==> src/rtl/gbx_pkg.sv <==
package gbx_pkg;

   typedef enum logic [1:0] {
      RES_6   = 2'd0,
      RES_8   = 2'd1,
      RES_12  = 2'd2,
      RES_12X = 2'd3
   } res_e;

   // width in bits selected by a resolution code
   function automatic int unsigned res_width(input logic [1:0] code);
      case (res_e'(code))
         RES_6:   return 6;
         RES_8:   return 8;
         default: return 12;
      endcase
   endfunction

endpackage

==> src/rtl/gbx_accum.sv <==
module gbx_accum #(
   parameter int IN_W  = 8,
   parameter int MAX_W = 12,
   parameter int ACC_W = 24,
   parameter int FW    = 6
) (
   input  logic             clk_i,
   input  logic             rst_i,
   input  logic             flush_i,
   input  logic [IN_W-1:0]  word_i,
   input  logic             word_vld_i,
   input  logic [FW-1:0]    width_i,
   input  logic             slip_i,
   output logic             emit_o,
   output logic [MAX_W-1:0] smp_o,
   output logic [MAX_W-1:0] sample_o,
   output logic             sample_vld_o
);

   localparam int PAD_W = ACC_W - IN_W;

   logic [ACC_W-1:0] acc_q, word_al, cat, cat2, acc_n;
   logic [FW-1:0]    fill_q, avail_in, avail2, fill_n;
   logic [MAX_W-1:0] top_bits;
   logic             skip_q, drop;

   // bits held are MSB-aligned in acc_q; new word goes just below them
   always_comb begin
      word_al  = {word_i, {PAD_W{1'b0}}} >> fill_q;
      avail_in = fill_q + (word_vld_i ? FW'(IN_W) : FW'(0));
      cat      = word_vld_i ? (acc_q | word_al) : acc_q;
      drop     = skip_q && (avail_in != '0);
      cat2     = drop ? (cat << 1) : cat;
      avail2   = avail_in - FW'(drop);
      emit_o   = (avail2 >= width_i);
      top_bits = cat2[ACC_W-1 -: MAX_W];
      smp_o    = top_bits >> (FW'(MAX_W) - width_i);
      acc_n    = emit_o ? (cat2 << width_i) : cat2;
      fill_n   = emit_o ? (avail2 - width_i) : avail2;
   end

   always_ff @(posedge clk_i) begin
      if (rst_i || flush_i) begin
         acc_q        <= '0;
         fill_q       <= '0;
         skip_q       <= 1'b0;
         sample_vld_o <= 1'b0;
         sample_o     <= '0;
      end else begin
         acc_q        <= acc_n;
         fill_q       <= fill_n;
         skip_q       <= (skip_q && !drop) || slip_i;
         sample_vld_o <= emit_o;
         if (emit_o) sample_o <= smp_o;
      end
   end

   // incoming bits always fit in the accumulator
   p_no_overflow_r11: assert property (@(posedge clk_i) disable iff (rst_i)
      !flush_i |-> (avail_in <= FW'(ACC_W)));

   // a flush cycle produces no strobe
   p_flush_quiet_r7: assert property (@(posedge clk_i) disable iff (rst_i)
      flush_i |=> !sample_vld_o);

   // after an emit the remainder is below one sample
   p_remainder_r6: assert property (@(posedge clk_i) disable iff (rst_i)
      (emit_o && !flush_i && !word_vld_i) |=> (fill_q < $past(width_i) + FW'(IN_W)));

endmodule

==> src/rtl/gbx_align.sv <==
module gbx_align #(
   parameter int MAX_W  = 12,
   parameter int LOCK_N = 4,
   parameter int FW     = 6
) (
   input  logic             clk_i,
   input  logic             rst_i,
   input  logic             restart_i,
   input  logic             train_i,
   input  logic             emit_i,
   input  logic [MAX_W-1:0] smp_i,
   input  logic [MAX_W-1:0] pattern_i,
   input  logic [FW-1:0]    width_i,
   output logic             slip_o,
   output logic             aligned_o
);

   localparam int CW = $clog2(LOCK_N + 1);

   logic [MAX_W-1:0] mask;
   logic [CW-1:0]    run_q;
   logic             match;

   for (genvar b = 0; b < MAX_W; b++) begin : g_mask
      assign mask[b] = (FW'(b) < width_i);
   end

   assign match  = (smp_i == (pattern_i & mask));
   assign slip_o = train_i && emit_i && !match && !restart_i;

   always_ff @(posedge clk_i) begin
      if (rst_i || restart_i) begin
         run_q     <= '0;
         aligned_o <= 1'b0;
      end else if (train_i && emit_i) begin
         if (match) begin
            if (int'(run_q) < LOCK_N) run_q <= run_q + 1'b1;
            if (int'(run_q) + 1 >= LOCK_N) aligned_o <= 1'b1;
         end else begin
            run_q     <= '0;
            aligned_o <= 1'b0;
         end
      end
   end

   // restart always drops the flag
   p_restart_clears_r10: assert property (@(posedge clk_i) disable iff (rst_i)
      restart_i |=> !aligned_o);

   // outside training the flag is frozen
   p_hold_untrained_r10: assert property (@(posedge clk_i) disable iff (rst_i)
      (!train_i && !restart_i) |=> $stable(aligned_o));

   // lock only follows a matching training sample
   p_lock_on_match_r9: assert property (@(posedge clk_i) disable iff (rst_i)
      $rose(aligned_o) |-> $past(train_i && emit_i && match));

   // a training mismatch clears the flag
   p_mismatch_clears_r9: assert property (@(posedge clk_i) disable iff (rst_i)
      slip_o |=> !aligned_o);

endmodule

==> src/rtl/gbx_deser_gearbox.sv <==
module gbx_deser_gearbox #(
   parameter int IN_W   = 8,
   parameter int MAX_W  = 12,
   parameter int ACC_W  = 24,
   parameter int LOCK_N = 4
) (
   input  logic             clk_i,
   input  logic             rst_i,
   input  logic [IN_W-1:0]  word_i,
   input  logic             word_vld_i,
   input  logic [1:0]       res_sel_i,
   input  logic             train_i,
   input  logic [MAX_W-1:0] pattern_i,
   output logic [MAX_W-1:0] sample_o,
   output logic             sample_vld_o,
   output logic             aligned_o
);
   import gbx_pkg::*;

   localparam int FW = $clog2(ACC_W + IN_W + 1);

   if (MAX_W < 12) begin : g_chk_maxw
      $error("MAX_W must hold the widest sample");
   end
   if (ACC_W < MAX_W + IN_W) begin : g_chk_acc
      $error("ACC_W too small for a partial sample plus one word");
   end
   if (LOCK_N < 1) begin : g_chk_lock
      $error("LOCK_N must be at least 1");
   end

   logic [1:0]       res_q;
   logic             train_q, flush, restart, emit, slip;
   logic [FW-1:0]    width_c;
   logic [MAX_W-1:0] smp_c;

   assign width_c = FW'(res_width(res_sel_i));
   assign flush   = (res_sel_i != res_q);
   assign restart = flush || (train_i && !train_q);

   always_ff @(posedge clk_i) begin
      if (rst_i) begin
         res_q   <= res_sel_i;
         train_q <= 1'b0;
      end else begin
         res_q   <= res_sel_i;
         train_q <= train_i;
      end
   end

   gbx_accum #(.IN_W(IN_W), .MAX_W(MAX_W), .ACC_W(ACC_W), .FW(FW)) u_accum (
      .clk_i       (clk_i),
      .rst_i       (rst_i),
      .flush_i     (flush),
      .word_i      (word_i),
      .word_vld_i  (word_vld_i),
      .width_i     (width_c),
      .slip_i      (slip),
      .emit_o      (emit),
      .smp_o       (smp_c),
      .sample_o    (sample_o),
      .sample_vld_o(sample_vld_o)
   );

   gbx_align #(.MAX_W(MAX_W), .LOCK_N(LOCK_N), .FW(FW)) u_align (
      .clk_i    (clk_i),
      .rst_i    (rst_i),
      .restart_i(restart),
      .train_i  (train_i),
      .emit_i   (emit),
      .smp_i    (smp_c),
      .pattern_i(pattern_i),
      .width_i  (width_c),
      .slip_o   (slip),
      .aligned_o(aligned_o)
   );

   // nothing above the selected width
   p_upper_zero_r2: assert property (@(posedge clk_i) disable iff (rst_i)
      (sample_vld_o && !flush) |-> ((sample_o >> width_c) == '0));

   // a code change clears the flag
   p_flush_unlocks_r7: assert property (@(posedge clk_i) disable iff (rst_i)
      flush |=> !aligned_o);

endmodule

==> config.mk <==
export PLATFORM = sky130hd
export DESIGN_NAME = gbx_deser_gearbox
export DESIGN_NICKNAME = d
export VERILOG_FILES = /design/src/rtl/gbx_pkg.sv /design/src/rtl/gbx_accum.sv /design/src/rtl/gbx_align.sv /design/src/rtl/gbx_deser_gearbox.sv
export SDC_FILE = /design/constraint.sdc
export NUM_CORES = 1
export LEC_CHECK = 0
export BUFFER_PORTS_ARGS = -buffer_cell sky130_fd_sc_hd__buf_2
export CAP_MARGIN = 20
export CORE_ASPECT_RATIO = 1.25
export CORE_MARGIN = 2
export CORE_UTILIZATION = 56
export CTS_CLUSTER_DIAMETER = 30
export CTS_CLUSTER_SIZE = 20
export DETAILED_ROUTE_END_ITERATION = 7
export PLACE_DENSITY = 0.84
export SLEW_MARGIN = 5
export SYNTH_ARGS = -nofsm -noshare
export SYNTH_HDL_FRONTEND = slang
export SYNTH_HIERARCHICAL = 1
export SYNTH_SLANG_ARGS = --single-unit
==> constraint.sdc <==
create_clock -name clk_i -period 4.3 [get_ports clk_i]
set_input_delay 0 -clock clk_i [delete_from_list [all_inputs] [get_ports clk_i]]
set_output_delay 0 -clock clk_i [all_outputs]
set_load 0.01 [all_outputs]
==> summary.txt, run 1 <==
Outcome
  • Status: finished clean

Critical path
  • Flop-to-flop setup slack: 0.13 ns
  • Critical Path Slowest Stage Cell: dfxtp_2
  • Setup crit end: u_accum/acc_q[22]
  • Reg2Reg Capture Point: u_accum/acc_q[22]
  • CP peak stage delay: 0.41 ns
  • RR Startpoint: u_accum/fill_q[0]
  • CP required: between 4 and 5 ns
  • WS Path Type: register to register
  • Setup crit end kind: register
  • Cell Chain, Critical Path: buf_4 -> or3_4 -> o31ai_4 -> inv_2 -> ha_1 -> ha_1 -> nor3b_1 -> xor2_1 -> ha_1 -> and2_1 -> a21boi_4 -> buf_4 -> nor3_1 -> nand2_1 -> nor2_2 -> nand2_1 -> o211ai_1
  • Number of cells on the worst reg-to-reg path: 17
  • Startpoint class of the critical path: register
  • Critical Path AT: 4.33 ns
  • Worst setup path start: u_accum/fill_q[0]
  • Worst Path Max Fanout: 12
  • Critical path's most frequent cell: ha_1

Floorplan
  • Die area: 0.0110 sq mm
  • Initial Util: 0.567
  • FP Rows: 41
  • Die W: 94.0 um
  • IO Pins: 40
  • Core ar.: 0.0100 sq mm
  • Die Y: approximately 120 um

Detailed routing
  • Post-route ant nets: 0
  • Drt initial violations: 702
  • Via Count: ~6.7k
  • First-pass DRT Iterations: 5
  • DRC: 0
  • Via-to-Cell Ratio: between 6 and 7
  • Final Routed Wirelength: roughly 22 mm
  • Routed len/inst: 22.6 um

Global route
  • GR Overflow Total: 0
  • First-pass GRT wire length: 33.6 mm
  • Vias in the first global route: 6341
  • Initial antenna violation count: 0
  • GRT Total Usage: 0.396
  • Largest net degree at the start of global routing: 39

Timing
  • Max_slew headroom: 0.426
  • Slew Limit Fails: 0
  • Achievable clock frequency: ~240 MHz
  • Hold slack: 0.348 ns
  • Final setup viols: 0
  • Tmin final: 4.17 ns
  • Final hold vios: 0
  • Final worst setup slack: 0.131 ns
  • Fin crit share: 0.969
  • Slew @ Worst Pin: 0.858 ns
  • Final Skew: 0.00797 ns

Synthesis
  • Share of the yosys chip area belonging to registers: 0.180
  • Mapped Cells: 737
  • Synth Area in Simple Gates: 0.226
  • Synth Area in Adders: 0.0300
  • Synth Area in Compound Gates: 0.321
  • Synthesized area per cell: 7.69 sq um
  • Synth Register Bits: 51
  • Largest family of logic cells by synthesized area: compound AO/OA/AOI/OAI gates
  • Post-synth ARST share: 0
  • Yosys warnings: 6
  • Share of the synthesized area in the top cell type: 0.180
  • Synth cell count leaders: 84 x nand2_1, 69 x nor2_1, 51 x dfxtp_1
  • Post-synthesis mux area share: 0.157
  • Post-Synth XOR/XNOR Area: 0.0278
  • Synth area leader: dfxtp_1
  • Synth area leaders: dfxtp_1 18%, mux4_2 7.1%, nand2_1 5.6%, mux2i_1 4.8%, nor2_1 4.6%
  • EDFF count, synth: 0
  • Post-Syn Area: 0.00567 sq mm
  • Cell variety after synth: 86
  • Synth Flop Type: dfxtp_1
  • Most frequent cell after synthesis: nand2_1

Clock network
  • Clock buffer depth: 2
  • H-tree Lvls: 2
  • Num CTS Buffers: 5
  • Clock transition at path regs: 0.07 ns
  • CTS root buffer: clkbuf_16
  • Clock Latency Late Sink: 0.30 ns
  • Clock sink total: 51
  • CTS tree: built

Layout
  • Nets@finish: 878
  • Non-Filler Instances: 969
  • Number of diodes: 0
  • Synth-to-layout area growth: 19.9%
  • Layout cell share with drive strength beyond 1: 0.239

Run
  • Number of max-cap violations: 0

Pwr
  • Peak VDD IR: 0.000158 V
  • Total leakage power: about 2.7 nW
  • Total power: approximately 0.0015 W
  • PD cells: 222 mW/mm^2

Place
  • RePlAce Congestion: ~1.0
  • DPL Wire Length: approximately 17 mm
  • Pre-CTS setup slack: 0.0555 ns
  • IO Port Bufs: 39
  • Placed cell count: between 900 and 1k

Worst hold path
  • Worst Hold Class: input pin to register
-- layer usage --
| metal | GRT usage | vias to the layer above | share of wire |
|---|---|---|---|
| met5 | 0 | - | 0 |
| met2 | 0.667 | 457 | 0.47 |
| met4 | 0.246 | 0 | 0.069 |
| met3 | 0.0535 | 113 | 0.084 |
| met1 | 0.479 | 3139 | 0.38 |
| li1 | - | 2970 | - |
-- registers in the layout, summed over array words and instances, names as in the netlist --
register              count
u_align/aligned_o         1
u_accum/sample_o         12
u_accum/fill_q            6
u_accum/skip_q            1
u_accum/acc_q            24
u_align/run_q             3
train_q                   1
res_q                     2
u_accum/sample_vld_o      1
-- metrics by stage --
step | utilization | instance area, sq um | setup TNS (ns)
after floorplan | - | 5840 | 0
after global placement | 0.644 | 6440 | 0
after detailed placement | 0.644 | 6440 | 0
after CTS | 0.667 | 6670 | 0
after global routing | 0.680 | 6800 | -0.00888
final | 0.680 | 6800 | 0
-- power by group --
part | switching [W] | internal, W | leakage (nW)
logic | 0.000308 | 0.000202 | 2.19
clock network | 0.000185 | 0.000334 | 0.0911
registers | 0.00000408 | 0.000478 | 0.413
-- final cells by class --
type | count | area [sq um]
multi-input combinational | 643 | 4580
fill | 845 | 3200
clock inverter | 2 | 60.1
clock buffer | 6 | 129
tap | 129 | 161
inverter | 30 | 118
sequential | 51 | 1020
timing repair buffer | 108 | 731
-- cell usage in the layout (no fill, tap or decap), types with 9 or more instances in the layout --
cell and instances:
conb_1 35, nand2b_1 9, nor2b_1 16, mux4_2 18, buf_4 64, dfxtp_1 50
mux2_2 19, o21ai_0 39, mux2i_1 24, nor2_1 67, buf_2 39, xnor2_1 13
inv_1 24, ha_1 11, a21oi_1 42, nor3_1 15, a211oi_1 12, o21a_1 10
o211ai_1 10, nand3_1 9, o22ai_1 15, nand2_1 82, a31oi_1 14
-- what timing repair did --
item | 4_1_cts | 5_1_grt
hold buffers | 4 | 0
hold endpoints to repair | 4 | 0
gates resized for setup | 0 | 27
setup buffers | 0 | 2
endpoints found under the setup margin | 0 | 16
-- worst min path at each step --
stage | start | to | slack [ns] | cells after the start
after global routing | res_sel_i[1] | res_q[1] | 0.39 | 2
final | pattern_i[2] | u_align/run_q[0] | 0.35 | 6
after floorplan | res_sel_i[0] | res_q[0] | 0.03 | 0
after global placement | res_sel_i[1] | res_q[1] | 0.15 | 1
after CTS | pattern_i[2] | u_align/run_q[0] | 0.34 | 6
after detailed placement | res_sel_i[1] | res_q[1] | 0.15 | 1
-- critical path, delay by kind of cell, from the launching register on --
| family | cells | cell delay (ns) |
|---|---|---|
| DFF | 1 | 0.41 |
| xor gates and xnor gates | 1 | 0.18 |
| and+or+nand+nor | 7 | 1.53 |
| AOI/OAI and AO/OA | 3 | 0.59 |
| buffers and inverters | 3 | 0.47 |
| adders and majority gates | 3 | 0.84 |
-- kinds of logic after synthesis --
group	after synthesis
AO/OA/AOI/OAI	257
XOR/XNOR	18
adder cells (fa/ha/maj)	13
buffers and inverters	77
flip-flops	51
multiplexers	64
other	1
AND/OR/NAND/NOR	256
Note: power is estimated with default switching activity, not from simulation.
==> inputs of run 2 (changes only) <==
Settings changed: CORE_UTILIZATION 56 to 25, PLACE_DENSITY 0.84 to 0.47, REMOVE_ABC_BUFFERS set to 1.
==> run 2 against run 1 <==
  * Count of clock-buffer cells in the layout is 1 lower
  * Design area is 5.0% higher
  * Register-to-register slack better by 0.08 ns
  * Worst hold slack worse by 0.21 ns
  * Fmax is 2.0% higher
  * Clock power is 11% lower
  * Global-route usage is 21 points lower
  * Via count is 5.7% lower
  * Critical path depth is 1 higher
  * Worst setup slack better by 0.080 ns
  * Routed wire length is 0.94% higher
  * Largest power group is now combinational logic
==> summary.txt, run 2 (synthesis results as in run 1) <==
Outcome
  • Status: finished clean

Floorplan
  • Core ar.: 0.0223 sq mm (+120%)
  • FP Rows: 61 (+49%)
  • Die area: 0.0239 sq mm (+120%)
  • Initial Util: 0.254 (-0.312)
  • Die W: 139 um (+48%)
  • Die Y: 172 um (+48%)
  • IO Pins: 40 (unchanged)

Critical path
  • Setup crit end kind: register
  • Worst Path Max Fanout: 10 (-2)
  • CP Depth: 18 (+1)
  • CP required: 4.47 ns (about the same)
  • WS Path Type: register to register
  • Critical Path AT: 4.26 ns (-0.07 ns)
  • Startpoint class of the critical path: register
  • Critical Path Slowest Stage Cell: fa_1
  • CP peak stage delay: 0.40 ns (about the same)
  • Number of cells on the worst reg-to-reg path: 18 (+1)
  • Cell Chain, Critical Path: ha_2 -> ha_4 -> or2_4 -> o31ai_4 -> inv_2 -> ha_1 -> ha_1 -> inv_1 -> fa_1 -> a21o_1 -> a21oi_2 -> nand2_1 -> a21boi_2 -> buf_4 -> clkinvlp_4 -> buf_4 -> o21ai_0 -> a31oi_1
  • Critical path buffer and inverter count: 5 (+2)
  • Critical path's top delay family: adder cells

Detailed routing
  • Drt initial violations: 553 (-21%)
  • Routed len/inst: 19.4 um (-14%)
  • Final Routed Wirelength: 22.1 mm (+0.94%)
  • Via Count: 6299 (-5.7%)
  • Via-to-Cell Ratio: 5.52 (-20%)
  • DRC: 0 (unchanged)
  • Post-route ant nets: 0 (unchanged)
  • First-pass DRT Iterations: 4 (-1)

Global route
  • Initial antenna violation count: 0 (unchanged)
  • First-pass GRT wire length: 34.9 mm (+3.9%)
  • Vias in the first global route: 6257 (-1.3%)
  • GRT Total Usage: 0.183 (-0.213)
  • Largest net degree at the start of global routing: 44 (+13%)
  • GR Overflow Total: 0 (unchanged)

Worst hold path
  • Worst Hold Class: input pin to register
  • Worst hold stages: 3 (-3)

Clock network
  • CTS root buffer: clkbuf_16
  • Clock Latency Late Sink: 0.30 ns (about the same)
  • Num CTS Buffers: 5 (unchanged)
  • H-tree Lvls: 2 (unchanged)
  • CTS tree: built
  • Clock sink total: 51 (unchanged)
  • Clock buffer depth: 2 (unchanged)
  • Clock transition at path regs: 0.07 ns (about the same)

Place
  • DPL Wire Length: 17.2 mm (+4.1%)
  • Placed Area: 0.00674 sq mm (+4.6%)
  • RePlAce Congestion: 0.935 (-10%)
  • IO Port Bufs: 39 (unchanged)
  • Pre-CTS setup slack: 0.00958 ns (-0.0459 ns)

Layout
  • Max reg flops: 24 (unchanged)
  • Synth-to-layout area growth: 25.9%
  • Layout cell share with drive strength beyond 1: 0.261 (+0.0218)
  • Number of diodes: 0 (unchanged)
  • Nets@finish: 897 (+2.2%)
  • Largest registers: u_accum/acc_q: 24 flops, u_accum/sample_o: 12 flops, u_accum/fill_q: 6 flops
  • Largest register by flop count: u_accum/acc_q
  • Most frequent cells in the layout: 81 x nand2_1, 81 x buf_4, 68 x nor2_1
  • Design Area, Final: 0.00714 sq mm (+5.0%)

Timing
  • Slew Limit Fails: 0 (unchanged)
  • Slew @ Worst Pin: 0.898 ns (+0.0399 ns)
  • Fin crit share: 0.951 (-0.0186)
  • Achievable clock frequency: 245 MHz (+2.0%)
  • Final Skew: 0.00771 ns (-0.000253 ns)
  • Tmin final: 4.09 ns (-0.0799 ns)
  • Final hold vios: 0 (unchanged)
  • Max_slew headroom: 0.396 (-0.0299)
  • Hold slack: 0.139 ns (-0.209 ns)
  • Final worst setup slack: 0.211 ns (+0.0799 ns)
  • Final setup viols: 0 (unchanged)

Pwr
  • PD cells: 205 mW/mm^2 (-7.9%)
  • Total leakage power: 2.79 nW (+3.5%)
  • Peak VDD IR: 0.000173 V (+10%)

Run
  • Number of max-cap violations: 0 (unchanged)
run 2: changes by cell type in the layout (fill, tap and decap cells not counted), sizes merged:
cell      previous run  this run
clkinvlp             0         2
buf                104       123
clkbuf               6         5
bufinv               2         1
clkinv               1         0
run 2: final cells by class:
type                    count  area [sq um]
repair buffers            127           898
fillers                  2458         15100
inverters                  30           116
flip-flops and latches     51          1030
clock inverters             2          37.5
clock buffers               5           125
multi-input cells         643          4580
well taps                 283           354
run 2: where the power goes:
group          internal (W)  leakage, nW  switching, W
registers          0.000477        0.413    0.00000431
clock network      0.000272       0.0759      0.000188
logic              0.000214         2.30      0.000305
total              0.000963         2.79      0.000498
run 2: metal layers:
layer  track usage  routed length [um]  vias to the layer above
li1              -                   -                     3010
met1         0.229                9420                     2964
met2         0.312               10400                      269
met3        0.0194                1150                       56
met4        0.0966                1110                        0
met5             0                   0                        -
run 2: path summary, 6_finish.rpt:
path	from	endpoint	slack [ns]
max	u_accum/fill_q[3]	u_accum/sample_o[0]	0.21
min	train_i	u_align/run_q[2]	0.14
max reg2reg	u_accum/fill_q[3]	u_accum/sample_o[0]	0.21
min reg2reg	u_accum/sample_o[10]	u_accum/sample_o[10]	0.45
run 2: through the flow:
stage,total power (W),util,TNS (ns),std cells
3_3_place_gp,0.000974,0.302,0,1124
4_1_cts,0.00144,0.312,0,1135
2_1_floorplan,0.000790,-,-88.49,724
6_report,0.00146,0.320,0,1141
3_5_place_dp,0.000968,0.302,0,1124
5_1_grt,0.00153,0.320,-0.182,1141
run 2: worst min-delay path: cells and delay by family:
kind | cells | cell delay [ns]
buffers and inverters | 1 | 0.14
and+or+nand+nor | 1 | 0.05
AOI/OAI and AO/OA | 1 | 0.20
run 2: timing repair:
item	CTS	global route
setup buffers	0	6
hold buffers	4	0
endpoints found under the setup margin	1	17
endpoints found under the hold margin	4	0
gates resized for setup	1	39
pin swaps	0	11
cloned	0	0
